File: src/rtl/lcd_regbank_pkg.sv
// Package: shared constants and helpers for the LCD register bank.
// Assumes a 4 KB window decoded on 32-bit word boundaries.
package lcd_regbank_pkg;

    typedef enum logic [1:0] {
        RGN_NONE = 2'd0,
        RGN_REG  = 2'd1,
        RGN_PAL  = 2'd2,
        RGN_ID   = 2'd3
    } region_e;

    localparam int unsigned NUM_TIMING = 4;
    localparam int unsigned CTRL_W     = 12;

    // Word indices of the register area
    localparam logic [9:0] WI_UBASE = 10'd4;
    localparam logic [9:0] WI_LBASE = 10'd5;
    localparam logic [9:0] WI_MASK  = 10'd6;
    localparam logic [9:0] WI_CTRL  = 10'd7;
    localparam logic [9:0] WI_RAW   = 10'd8;
    localparam logic [9:0] WI_MSKD  = 10'd9;
    localparam logic [9:0] WI_CLR   = 10'd10;
    localparam logic [9:0] WI_UCUR  = 10'd11;
    localparam logic [9:0] WI_LCUR  = 10'd12;
    localparam logic [9:0] WI_LAST  = 10'd12;

    // Window bounds in word indices
    localparam logic [9:0] WI_PAL_LO = 10'd128;
    localparam logic [9:0] WI_PAL_HI = 10'd255;
    localparam logic [9:0] WI_ID_LO  = 10'd1016;

    // Control bit positions
    localparam int unsigned CB_EN     = 0;
    localparam int unsigned CB_BGR    = 8;
    localparam int unsigned CB_BEBYTE = 9;
    localparam int unsigned CB_BEPIX  = 10;
    localparam int unsigned CB_PWR    = 11;

    // Identification byte for slot k of the ID window
    function automatic logic [7:0] id_byte(input logic [2:0] k);
        case (k)
            3'd0:    return 8'h10;
            3'd1:    return 8'h11;
            3'd2:    return 8'h04;
            3'd3:    return 8'h00;
            3'd4:    return 8'h0D;
            3'd5:    return 8'hF0;
            3'd6:    return 8'h05;
            default: return 8'hB1;
        endcase
    endfunction

endpackage

File: src/rtl/lcd_addr_decode.sv
// Address decoder: splits a byte address into region, word index,
// palette index and ID slot. Purely combinational; bits [1:0] ignored.
module lcd_addr_decode
    import lcd_regbank_pkg::*;
(
    input  logic [11:0] addr,
    output region_e     region,
    output logic [9:0]  word,
    output logic [6:0]  pal_idx,
    output logic [2:0]  id_sel
);

    assign word    = addr[11:2];
    assign pal_idx = addr[8:2];
    assign id_sel  = addr[4:2];

    // Classify the word index into one of the windows
    always_comb begin
        if (word <= WI_LAST)
            region = RGN_REG;
        else if (word >= WI_PAL_LO && word <= WI_PAL_HI)
            region = RGN_PAL;
        else if (word >= WI_ID_LO)
            region = RGN_ID;
        else
            region = RGN_NONE;
    end

endmodule

File: src/rtl/lcd_geom.sv
// Geometry decoder: derives panel width and height from the packed
// timing words. Combinational; clk/rst_n serve only its assertions.
module lcd_geom #(
    parameter int unsigned DATA_W = 32,
    parameter int unsigned GEOM_W = 11
) (
    input  logic              clk,
    input  logic              rst_n,
    input  logic [DATA_W-1:0] timing0,
    input  logic [DATA_W-1:0] timing1,
    output logic [GEOM_W-1:0] width,
    output logic [GEOM_W-1:0] height
);

    localparam int unsigned PPL_W = 6;
    localparam int unsigned LPP_W = 10;

    // Width: (pixels-per-line field + 1) * 16
    assign width  = (GEOM_W'(timing0[2 +: PPL_W]) + GEOM_W'(1)) << 4;
    // Height: lines-per-panel field + 1
    assign height = GEOM_W'(timing1[LPP_W-1:0]) + GEOM_W'(1);

    AST_WIDTH_STEP: assert property (@(posedge clk) disable iff (!rst_n)
        width[3:0] == 4'd0 && width >= GEOM_W'(16) && width <= GEOM_W'(1024));
    AST_HEIGHT_RANGE: assert property (@(posedge clk) disable iff (!rst_n)
        height >= GEOM_W'(1) && height <= GEOM_W'(1024));

endmodule

File: src/rtl/lcd_irq_status.sv
// Interrupt status: sticky raw bits set by request, cleared by a
// write-one-to-clear; holds the mask and forms the masked view.
// Assumes a set and a clear on the same bit in one cycle leaves it set.
module lcd_irq_status #(
    parameter int unsigned IRQ_W = 5
) (
    input  logic             clk,
    input  logic             rst_n,
    input  logic [IRQ_W-1:0] set_req,
    input  logic             clr_we,
    input  logic [IRQ_W-1:0] clr_val,
    input  logic             mask_we,
    input  logic [IRQ_W-1:0] mask_val,
    output logic [IRQ_W-1:0] raw,
    output logic [IRQ_W-1:0] mask,
    output logic [IRQ_W-1:0] masked
);

    // Raw status update: clear first, then set wins
    always_ff @(posedge clk) begin
        if (!rst_n)
            raw <= '0;
        else
            raw <= (raw & ~(clr_we ? clr_val : '0)) | set_req;
    end

    // Mask register write
    always_ff @(posedge clk) begin
        if (!rst_n)
            mask <= '0;
        else if (mask_we)
            mask <= mask_val;
    end

    assign masked = raw & mask;

    AST_SET_STICKS: assert property (@(posedge clk) disable iff (!rst_n)
        |set_req |=> ((raw & $past(set_req)) == $past(set_req)));
    AST_CLEAR_TAKES: assert property (@(posedge clk) disable iff (!rst_n)
        (clr_we && set_req == '0) |=> ((raw & $past(clr_val)) == '0));

endmodule

File: src/rtl/lcd_regbank.sv
// LCD controller register bank: timing, base, mask, control and status
// registers behind a 32-bit word bus, palette forwarding, ID bytes,
// decoded geometry and control flags, invalidate/error pulses.
// Assumes single-cycle accesses qualified by bus_sel; read data is
// combinational; bus_addr[1:0] are ignored.
module lcd_regbank
    import lcd_regbank_pkg::*;
#(
    parameter int unsigned DATA_W = 32,
    parameter int unsigned IRQ_W  = 5,
    parameter int unsigned GEOM_W = 11
) (
    input  logic              clk,
    input  logic              rst_n,
    input  logic              bus_sel,
    input  logic              bus_wr,
    input  logic [11:0]       bus_addr,
    input  logic [DATA_W-1:0] bus_wdata,
    output logic [DATA_W-1:0] bus_rdata,
    output logic              pal_we,
    output logic              pal_re,
    output logic [6:0]        pal_idx,
    output logic [DATA_W-1:0] pal_wdata,
    input  logic [DATA_W-1:0] pal_rdata,
    input  logic [IRQ_W-1:0]  irq_set,
    output logic              lcd_on,
    output logic [2:0]        pix_depth,
    output logic              bgr_swap,
    output logic              be_byte,
    output logic              be_pixel,
    output logic [GEOM_W-1:0] panel_width,
    output logic [GEOM_W-1:0] panel_height,
    output logic              invalidate,
    output logic              access_err
);

    region_e           region;
    logic [9:0]        word;
    logic [2:0]        id_sel;
    logic              wr_reg;
    logic [DATA_W-1:0] timing_q [NUM_TIMING];
    logic [DATA_W-1:0] ubase_q;
    logic [DATA_W-1:0] lbase_q;
    logic [CTRL_W-1:0] ctrl_q;
    logic [IRQ_W-1:0]  irq_raw;
    logic [IRQ_W-1:0]  irq_mask;
    logic [IRQ_W-1:0]  irq_masked;

    lcd_addr_decode u_dec (
        .addr    (bus_addr),
        .region  (region),
        .word    (word),
        .pal_idx (pal_idx),
        .id_sel  (id_sel)
    );

    assign wr_reg = bus_sel && bus_wr && (region == RGN_REG);

    // Timing registers, one process per word
    for (genvar g = 0; g < NUM_TIMING; g++) begin : g_timing
        always_ff @(posedge clk) begin
            if (!rst_n)
                timing_q[g] <= '0;
            else if (wr_reg && word == 10'(g))
                timing_q[g] <= bus_wdata;
        end
    end

    // Frame base and control registers
    always_ff @(posedge clk) begin
        if (!rst_n) begin
            ubase_q <= '0;
            lbase_q <= '0;
            ctrl_q  <= '0;
        end else if (wr_reg) begin
            if (word == WI_UBASE) ubase_q <= bus_wdata;
            if (word == WI_LBASE) lbase_q <= bus_wdata;
            if (word == WI_CTRL)  ctrl_q  <= bus_wdata[CTRL_W-1:0];
        end
    end

    lcd_irq_status #(.IRQ_W(IRQ_W)) u_irq (
        .clk      (clk),
        .rst_n    (rst_n),
        .set_req  (irq_set),
        .clr_we   (wr_reg && word == WI_CLR),
        .clr_val  (bus_wdata[IRQ_W-1:0]),
        .mask_we  (wr_reg && word == WI_MASK),
        .mask_val (bus_wdata[IRQ_W-1:0]),
        .raw      (irq_raw),
        .mask     (irq_mask),
        .masked   (irq_masked)
    );

    lcd_geom #(.DATA_W(DATA_W), .GEOM_W(GEOM_W)) u_geom (
        .clk     (clk),
        .rst_n   (rst_n),
        .timing0 (timing_q[0]),
        .timing1 (timing_q[1]),
        .width   (panel_width),
        .height  (panel_height)
    );

    // Palette forwarding
    assign pal_we    = bus_sel && bus_wr && (region == RGN_PAL);
    assign pal_re    = bus_sel && !bus_wr && (region == RGN_PAL);
    assign pal_wdata = bus_wdata;

    // Control decode
    assign lcd_on    = ctrl_q[CB_EN] && ctrl_q[CB_PWR];
    assign pix_depth = ctrl_q[3:1];
    assign bgr_swap  = ctrl_q[CB_BGR];
    assign be_byte   = ctrl_q[CB_BEBYTE];
    assign be_pixel  = ctrl_q[CB_BEPIX];

    // Read-data multiplexer
    always_comb begin
        bus_rdata = '0;
        if (bus_sel && !bus_wr) begin
            case (region)
                RGN_PAL: bus_rdata = pal_rdata;
                RGN_ID:  bus_rdata = DATA_W'(id_byte(id_sel));
                RGN_REG: begin
                    case (word)
                        10'd0, 10'd1, 10'd2, 10'd3:
                                  bus_rdata = timing_q[word[1:0]];
                        WI_UBASE: bus_rdata = ubase_q;
                        WI_LBASE: bus_rdata = lbase_q;
                        WI_MASK:  bus_rdata = DATA_W'(irq_mask);
                        WI_CTRL:  bus_rdata = DATA_W'(ctrl_q);
                        WI_RAW:   bus_rdata = DATA_W'(irq_raw);
                        WI_MSKD:  bus_rdata = DATA_W'(irq_masked);
                        WI_UCUR:  bus_rdata = ubase_q;
                        WI_LCUR:  bus_rdata = lbase_q;
                        default:  bus_rdata = '0;
                    endcase
                end
                default: bus_rdata = '0;
            endcase
        end
    end

    // One-cycle invalidate and error pulses
    always_ff @(posedge clk) begin
        if (!rst_n) begin
            invalidate <= 1'b0;
            access_err <= 1'b0;
        end else begin
            invalidate <= bus_sel && bus_wr && (region != RGN_NONE);
            access_err <= bus_sel && (region == RGN_NONE);
        end
    end

    AST_INVAL_ON_WRITE: assert property (@(posedge clk) disable iff (!rst_n)
        (bus_sel && bus_wr && region != RGN_NONE) |=> invalidate);
    AST_ERR_ON_UNDEF: assert property (@(posedge clk) disable iff (!rst_n)
        (bus_sel && region == RGN_NONE) |=> access_err);
    AST_PULSES_EXCLUSIVE: assert property (@(posedge clk) disable iff (!rst_n)
        !(invalidate && access_err));
    AST_PAL_STROBES: assert property (@(posedge clk) disable iff (!rst_n)
        !(pal_we && pal_re));
    AST_ON_NEEDS_CTRL_WRITE: assert property (@(posedge clk) disable iff (!rst_n)
        $rose(lcd_on) |-> $past(wr_reg && word == WI_CTRL));

endmodule

File: config.mk
export PLATFORM = sky130hd
export DESIGN_NAME = lcd_regbank
export DESIGN_NICKNAME = d
export VERILOG_FILES = /design/src/rtl/lcd_regbank_pkg.sv /design/src/rtl/lcd_addr_decode.sv /design/src/rtl/lcd_geom.sv /design/src/rtl/lcd_irq_status.sv /design/src/rtl/lcd_regbank.sv
export SDC_FILE = /design/constraint.sdc
export NUM_CORES = 1
export LEC_CHECK = 0
export BUFFER_PORTS_ARGS = -buffer_cell sky130_fd_sc_hd__buf_2
export CAP_MARGIN = 15
export CELL_PAD_IN_SITES_DETAIL_PLACEMENT = 0
export CELL_PAD_IN_SITES_GLOBAL_PLACEMENT = 1
export CORE_MARGIN = 2
export CORE_UTILIZATION = 33
export CTS_CLUSTER_SIZE = 10
export DETAILED_ROUTE_END_ITERATION = 16
export PLACE_DENSITY_LB_ADDON = 0.2
export SYNTH_ARGS = -nofsm -noshare
export SYNTH_HDL_FRONTEND = slang
export SYNTH_SLANG_ARGS = --single-unit
File: constraint.sdc
create_clock -name clk -period 4.8 [get_ports clk]
set_input_delay 0 -clock clk [delete_from_list [all_inputs] [get_ports clk]]
set_output_delay 0 -clock clk [all_outputs]
set_load 0.01 [all_outputs]
==> metrics, run 1 <==
outcome=finished, final reports clean; endpoints failing hold=0; vias per cell=5.20; floorplan die width=184 um; Hold WC Path Type=in -> reg; power density over cell area=328 nW/um^2; Hold Path Cell Cnt=4; Remaining DRCs=0; number of distinct library cell variants in the gate-level netlist after synthesis=56; RSZ-0062 raised after global routing=no; worst-case reg-to-reg path depth=3; number of clock buffers inserted by TritonCTS=26; Total Die Area=33,700 um^2; Max Transition Viols Final=0; slew of the pin with the lowest slew margin=1040 ps; final setup violation count=0; clock tree root driver cell=clkbuf_16; Worst Path Arrival=2890 ps; minimum clock period after layout=2890 ps; number of synthesis warnings=0; Worst Setup Slack, final=1910 ps; layout overhead on the synthesized area=21.3%; final wirelength=33.6 mm; share of flip-flops with an asynchronous set or reset after synthesis=0; top library cells by usage in the layout, fill and taps aside=buf_2, nand2_1, and2_1; flip-flop and latch count after synthesis=216; worst min-delay path endpoint=invalidate$_SDFF_PN0_; critical path start-end classification=in -> out; maximum number of pins on one net before global-route repair=84; post-layout net count=1,261; number of top-level pins=189; highest fanout seen on the critical path=23; Worst-path clk slew=50 ps; most common library cell in the layout ignoring fill and taps=buf_2; Max rail drop VDD=0.252 mV; post-synthesis instance area=10,600 um^2; total chip power=4.24 mW; sink count of the clock tree=216; number of enable flip-flop cells after synthesis=128; worst r2r src=u_irq.raw[2]$_SDFF_PN0_; initial antenna violation count=0; kind of launch point of the worst setup path=primary input; final weighted congestion in routability-driven placement=0.758; # resized after CTS=0; Pleak=4.74 nW; Seq/Total Area, Yosys=0.527; final critical-path share of the clock period=0.601; number of standard cells after synthesis=1,014; synthesized area divided by synthesized cell count=10.5 um^2; antenna-violating nets left=0; antenna diode instance count=0; Max clock buf depth=3; worst setup slack after placement=1700 ps; fraction of final layout cells with drive strength greater than 1=0.244; H-Tree Level Count=1; number of I/O port buffers=182; total global routing track utilization=0.199; first-pass GRT wire length=50.7 mm; total gr overflow=0; Post-Route Skew=0 ps; core region area=31,600 um^2; reg-to-reg setup timing slack=3540 ps; number of maximum-capacitance constraint violations=0; beginning of the worst hold path=bus_addr[9]; f_max=347 MHz; violation count after the first detailed-routing iteration=658; Slew Limit Headroom=0.307; vias in the first global route=8,242; flip-flop cell with the highest count after synthesis=edfxtp_1; worst skew pair latency=530 ps; final-layout setup total negative slack=0 ps; HPWL Detailed=21.2 mm; detailed-route via count=8,302; critical path required time=4800 ps; overall die height=184 um; initial standard-cell utilization of the core=0.336; per-cell routed wire length=21.0 um; post-CTS repair timing setup buffer count=0; Filler Cells Inserted=3,084; clock tree from TritonCTS=yes; crit end category=output pin; placement row count=65; R2R Path End=u_irq.raw[2]$_SDFF_PN0_; router iterations before antenna repair=7
## sequential cells by signal, indices dropped and copies added, names as in the netlist
name        cells
u_irq.raw       5
access_err      1
timing_q      128
ubase_q        32
invalidate      1
ctrl_q         12
u_irq.mask      5
lbase_q        32
## cell type report
cell class / instances / area (um^2) / share of cell area
Clock buffer: 47 / 771 / 0.0597
Clock inverter: 1 / 5.00 / 0.000388
Inverter: 10 / 37.5 / 0.00291
Multi-Input combinational cell: 668 / 4430 / 0.343
Sequential cell: 216 / 5610 / 0.434
Tap cell: 402 / 503 / 0.0390
Timing Repair Buffer: 252 / 1560 / 0.121
## power breakdown
part           leakage, nW  internal (mW)  total, mW  switching [mW]
logic                 2.45          0.145      0.361           0.216
registers             1.92           2.02       2.04          0.0248
clock network        0.372           1.07       1.83           0.762
## worst max-delay path, cell delays in order
cell           delay, ps
dlygate4sd3_1        520
buf_2                190
nand4_1              240
nor2_1               610
a211o_1              240
nand3b_1             310
buf_4                380
a31oi_1              220
buf_2                160
## through the flow
step | util | cells | hold slack [ps] | area [um^2]
floorplan | - | 1017 | 91.8 | 10700
global placement | 0.368 | 1500 | 241 | 11600
detailed placement | 0.368 | 1500 | 242 | 11600
CTS | 0.408 | 1596 | 89.6 | 12900
global route | 0.408 | 1596 | 144 | 12900
finish | 0.408 | 1596 | 127 | 12900
## cells in the mapped netlist, types with 8 or more instances
cell type,instances,share of area
a22oi_1,11,0.0078
o21ai_0,9,0.0042
nand2_1,176,0.062
mux4_2,28,0.059
buf_4,48,0.034
a22o_1,20,0.016
nand3_1,33,0.016
nor2_1,34,0.012
and2_1,131,0.077
edfxtp_1,128,0.36
xnor2_1,8,0.0066
a222oi_1,23,0.022
inv_1,10,0.0035
a21oi_1,91,0.043
and3_1,9,0.0053
clkbuf_1,49,0.017
a31oi_1,10,0.0059
buf_2,19,0.0089
dfxtp_1,88,0.17
## metal layers
| layer | wire (um) | vias up | track usage | share of wire |
|---|---|---|---|---|
| met1 | 14800 | 4047 | 0.269 | 0.44 |
| met4 | 775 | 0 | 0.0534 | 0.023 |
| li1 | - | 3917 | - | - |
| met2 | 15900 | 294 | 0.335 | 0.47 |
| met3 | 2060 | 44 | 0.0252 | 0.061 |
| met5 | 0 | - | 0 | 0 |
## cells by family (layout without fill, tap and decap cells)
kind of cell / count (synthesis) / count (layout) / synth area share
buf+inv: 133 / 310 / 0.0664
flops: 216 / 216 / 0.527
compound gates: 193 / 193 / 0.122
fa+ha+maj: 2 / 2 / 0.00235
mux: 38 / 38 / 0.0694
simple gates: 417 / 417 / 0.201
other cells: 1 / 4 / 0.000352
xor+xnor: 14 / 14 / 0.0115
## worst max path at each step
stage                 startpoint                            end  slack, ps  depth (start not counted)
floorplan           bus_addr[10]   timing_q[0][0]$_SDFFCE_PN0P_        840                          4
global placement    bus_addr[10]   timing_q[2][8]$_SDFFCE_PN0P_       1710                          8
detailed placement  bus_addr[10]  timing_q[2][13]$_SDFFCE_PN0P_       1700                          8
CTS                  bus_addr[6]                  bus_rdata[11]       1890                          9
global route         bus_addr[6]                  bus_rdata[11]       1740                          9
finish               bus_addr[6]                  bus_rdata[11]       1910                          9
## what timing repair did
item                       in CTS  in global routing
hold endpoints to repair      216                  0
setup endpoints to repair       0                  0
hold buffers                   48                  0
No activity file was read; power rests on OpenSTA's default activity.
==> inputs of run 2 (changes only) <==
--- a/config.mk
+++ b/config.mk
@@ -5,6 +5,7 @@
 export SDC_FILE = /design/constraint.sdc
 export NUM_CORES = 1
 export LEC_CHECK = 0
+export ABC_AREA = 1
 export BUFFER_PORTS_ARGS = -buffer_cell sky130_fd_sc_hd__buf_2
 export CAP_MARGIN = 15
 export CELL_PAD_IN_SITES_DETAIL_PLACEMENT = 0
==> constraint.sdc (replaced) <==
create_clock -name clk -period 2.8 [get_ports clk]
set_input_delay 0 -clock clk [delete_from_list [all_inputs] [get_ports clk]]
set_output_delay 0 -clock clk [all_outputs]
set_load 0.01 [all_outputs]
==> metrics, run 2 <==
worst-case reg-to-reg path depth=3; layout overhead on the synthesized area=22.0%; post-synthesis instance area=10,500 um^2; number of top-level pins=189; max reg flops=128; worst setup slack after placement=732 ps; largest registers ranked by flip-flop count=timing_q x128, lbase_q x32, ubase_q x32; leading cell types by total area after synthesis=edfxtp_1, dfxtp_1, nor2_1; post-synth top area cell=edfxtp_1; Pleak=5.57 nW; first-pass GRT wire length=52.7 mm; minimum clock period after layout=2200 ps; register containing the most flip-flops in the final layout=timing_q; number of maximum-capacitance constraint violations=0; initial standard-cell utilization of the core=0.334; H-Tree Level Count=1; maximum number of pins on one net before global-route repair=43; antenna-violating nets left=0; initial antenna violation count=1; critical path start-end classification=reg -> out; cell types with the highest counts after synthesis=nor2_1, nand2_1, edfxtp_1, dfxtp_1, o21ai_0; vias per cell=4.81; Max Transition Viols Final=0; sink count of the clock tree=216; count leader, synth=nor2_1; flip-flop cell with the highest count after synthesis=edfxtp_1; violation count after the first detailed-routing iteration=522; f_max=455 MHz; most common library cell in the layout ignoring fill and taps=nor2_1; placement row count=65; Comb power frac=0.081; worst skew pair latency=510 ps; Worst Setup Slack, final=601 ps; worst min-delay path endpoint=access_err$_SDFF_PN0_; synthesized area divided by synthesized cell count=7.89 um^2; total gr overflow=0; final-layout setup total negative slack=0 ps; critical path required time=2800 ps; overall die height=183 um; Remaining DRCs=0; antenna diode instance count=0; router iterations before antenna repair=7; clock tree root driver cell=clkbuf_16; power density over cell area=564 nW/um^2; fraction of final layout cells with drive strength greater than 1=0.172; final weighted congestion in routability-driven placement=0.817; Hold Path Cell Cnt=5; worst r2r src=u_irq.raw[4]$_SDFF_PN0_; reg-to-reg setup timing slack=1620 ps; number of clock buffers inserted by TritonCTS=26; Worst Hold Margin=13.3 ps; Post-Route Skew=0 ps; endpoints failing hold=0; Worst Path Arrival=2200 ps; highest fanout seen on the critical path=3; Hold WC Path Type=in -> reg; number of I/O port buffers=182; Slew Limit Headroom=0.300; number of distinct library cell variants in the gate-level netlist after synthesis=30; sequential share of power=0.483; cell-internal power=5.55 mW; detailed-route via count=9,296; per-cell routed wire length=17.8 um; Max clock buf depth=3; crit end category=output pin; final critical-path share of the clock period=0.786; floorplan die width=183 um; Max rail drop VDD=0.419 mV; slew of the pin with the lowest slew margin=1050 ps; post-CTS repair timing setup buffer count=0; area share of the leading cell type in the synthesized netlist=0.365; Filler Cells Inserted=3,326; outcome=finished, final reports clean; number of enable flip-flop cells after synthesis=128; Seq/Total Area, Yosys=0.533; Total Die Area=33,300 um^2; clock tree from TritonCTS=yes; final wirelength=34.4 mm; vias in the first global route=8,990; kind of launch point of the worst setup path=flip-flop; HPWL Detailed=22.2 mm; total global routing track utilization=0.206; R2R Path End=u_irq.raw[4]$_SDFF_PN0_; switching part of the total power=0.233; RSZ-0062 raised after global routing=no; number of standard cells after synthesis=1,333; top library cells by usage in the layout, fill and taps aside=nor2_1, nand2_1, buf_2; flip-flop and latch count after synthesis=216; sw power=1.69 mW; beginning of the worst hold path=bus_addr[11]; number of synthesis warnings=0; final setup violation count=0; Worst-path clk slew=60 ps; proportion of power drawn by the clock network=0.437; share of flip-flops with an asynchronous set or reset after synthesis=0; post-layout net count=1,599; core region area=31,500 um^2
[run 2: routing by layer]
layer	global-route usage	routed length [um]	vias up
met5	0	13	-
met3	0.0245	1460	36
li1	-	-	4607
met2	0.367	17000	220
met4	0.0413	477	2
met1	0.269	15500	4431
[run 2: final cells by class]
class                   count  area, um^2  area share
inverters                  75         283      0.0220
repair buffers            261        1650       0.129
multi-input cells         932        4000       0.312
flip-flops and latches    216        5610       0.437
clock buffers              48         795      0.0619
well taps                 402         503      0.0392
[run 2: how the worst max path moves through the flow]
stage / from / end / slack (ps) / depth (start not counted)
after floorplan: bus_addr[10] / timing_q[0][0]$_SDFFCE_PN0P_ / 220 / 6
after CTS: timing_q[1][1]$_SDFFCE_PN0P_ / panel_height[10] / 520 / 6
after detailed placement: bus_addr[11] / bus_rdata[14] / 730 / 12
after global routing: timing_q[1][1]$_SDFFCE_PN0P_ / panel_height[10] / 390 / 6
final: timing_q[1][1]$_SDFFCE_PN0P_ / panel_height[10] / 600 / 6
after global placement: bus_addr[11] / bus_rdata[14] / 730 / 12
[run 2: critical path: stages (launching register included)]
cell and delay, ps:
edfxtp_1 380, ha_1 190, nand2_1 90, nor3b_1 430, nand3_1 200, nor3b_1 210
buf_2 160
[run 2: timing repair]
| item | in CTS | in global routing |
|---|---|---|
| hold buffers | 45 | 0 |
| resized for setup | 0 | 0 |
| setup endpoints to repair | 0 | 0 |
| hold endpoints to repair | 199 | 0 |
[run 2: power by group through the flow]
stage / clock network, mW / logic, mW / registers, mW
CTS: 3.21 / 0.596 / 3.49
finish: 3.16 / 0.585 / 3.49
global placement: 0 / 0.542 / 3.56
detailed placement: 0 / 0.543 / 3.56
global route: 3.34 / 0.653 / 3.50
floorplan: 0 / 0.310 / 3.55
[run 2: kinds of logic after synthesis]
logic type,count (synthesis),synth area share
xor gates and xnor gates,13,0.0108
adders and majority gates,2,0.00238
other,1,0.000356
and+or+nand+nor,785,0.302
AOI/OAI and AO/OA,128,0.0625
buffers and inverters,188,0.0894
DFF,216,0.533
[run 2: metrics by stage]
step                instances  power, mW  utilization  area (um^2)
floorplan                1336       3.86            -        10500
global placement         1841       4.10        0.368        11600
finish                   1934       7.24        0.408        12800
global route             1934       7.50        0.408        12800
CTS                      1934       7.30        0.408        12800
detailed placement       1841       4.10        0.368        11600
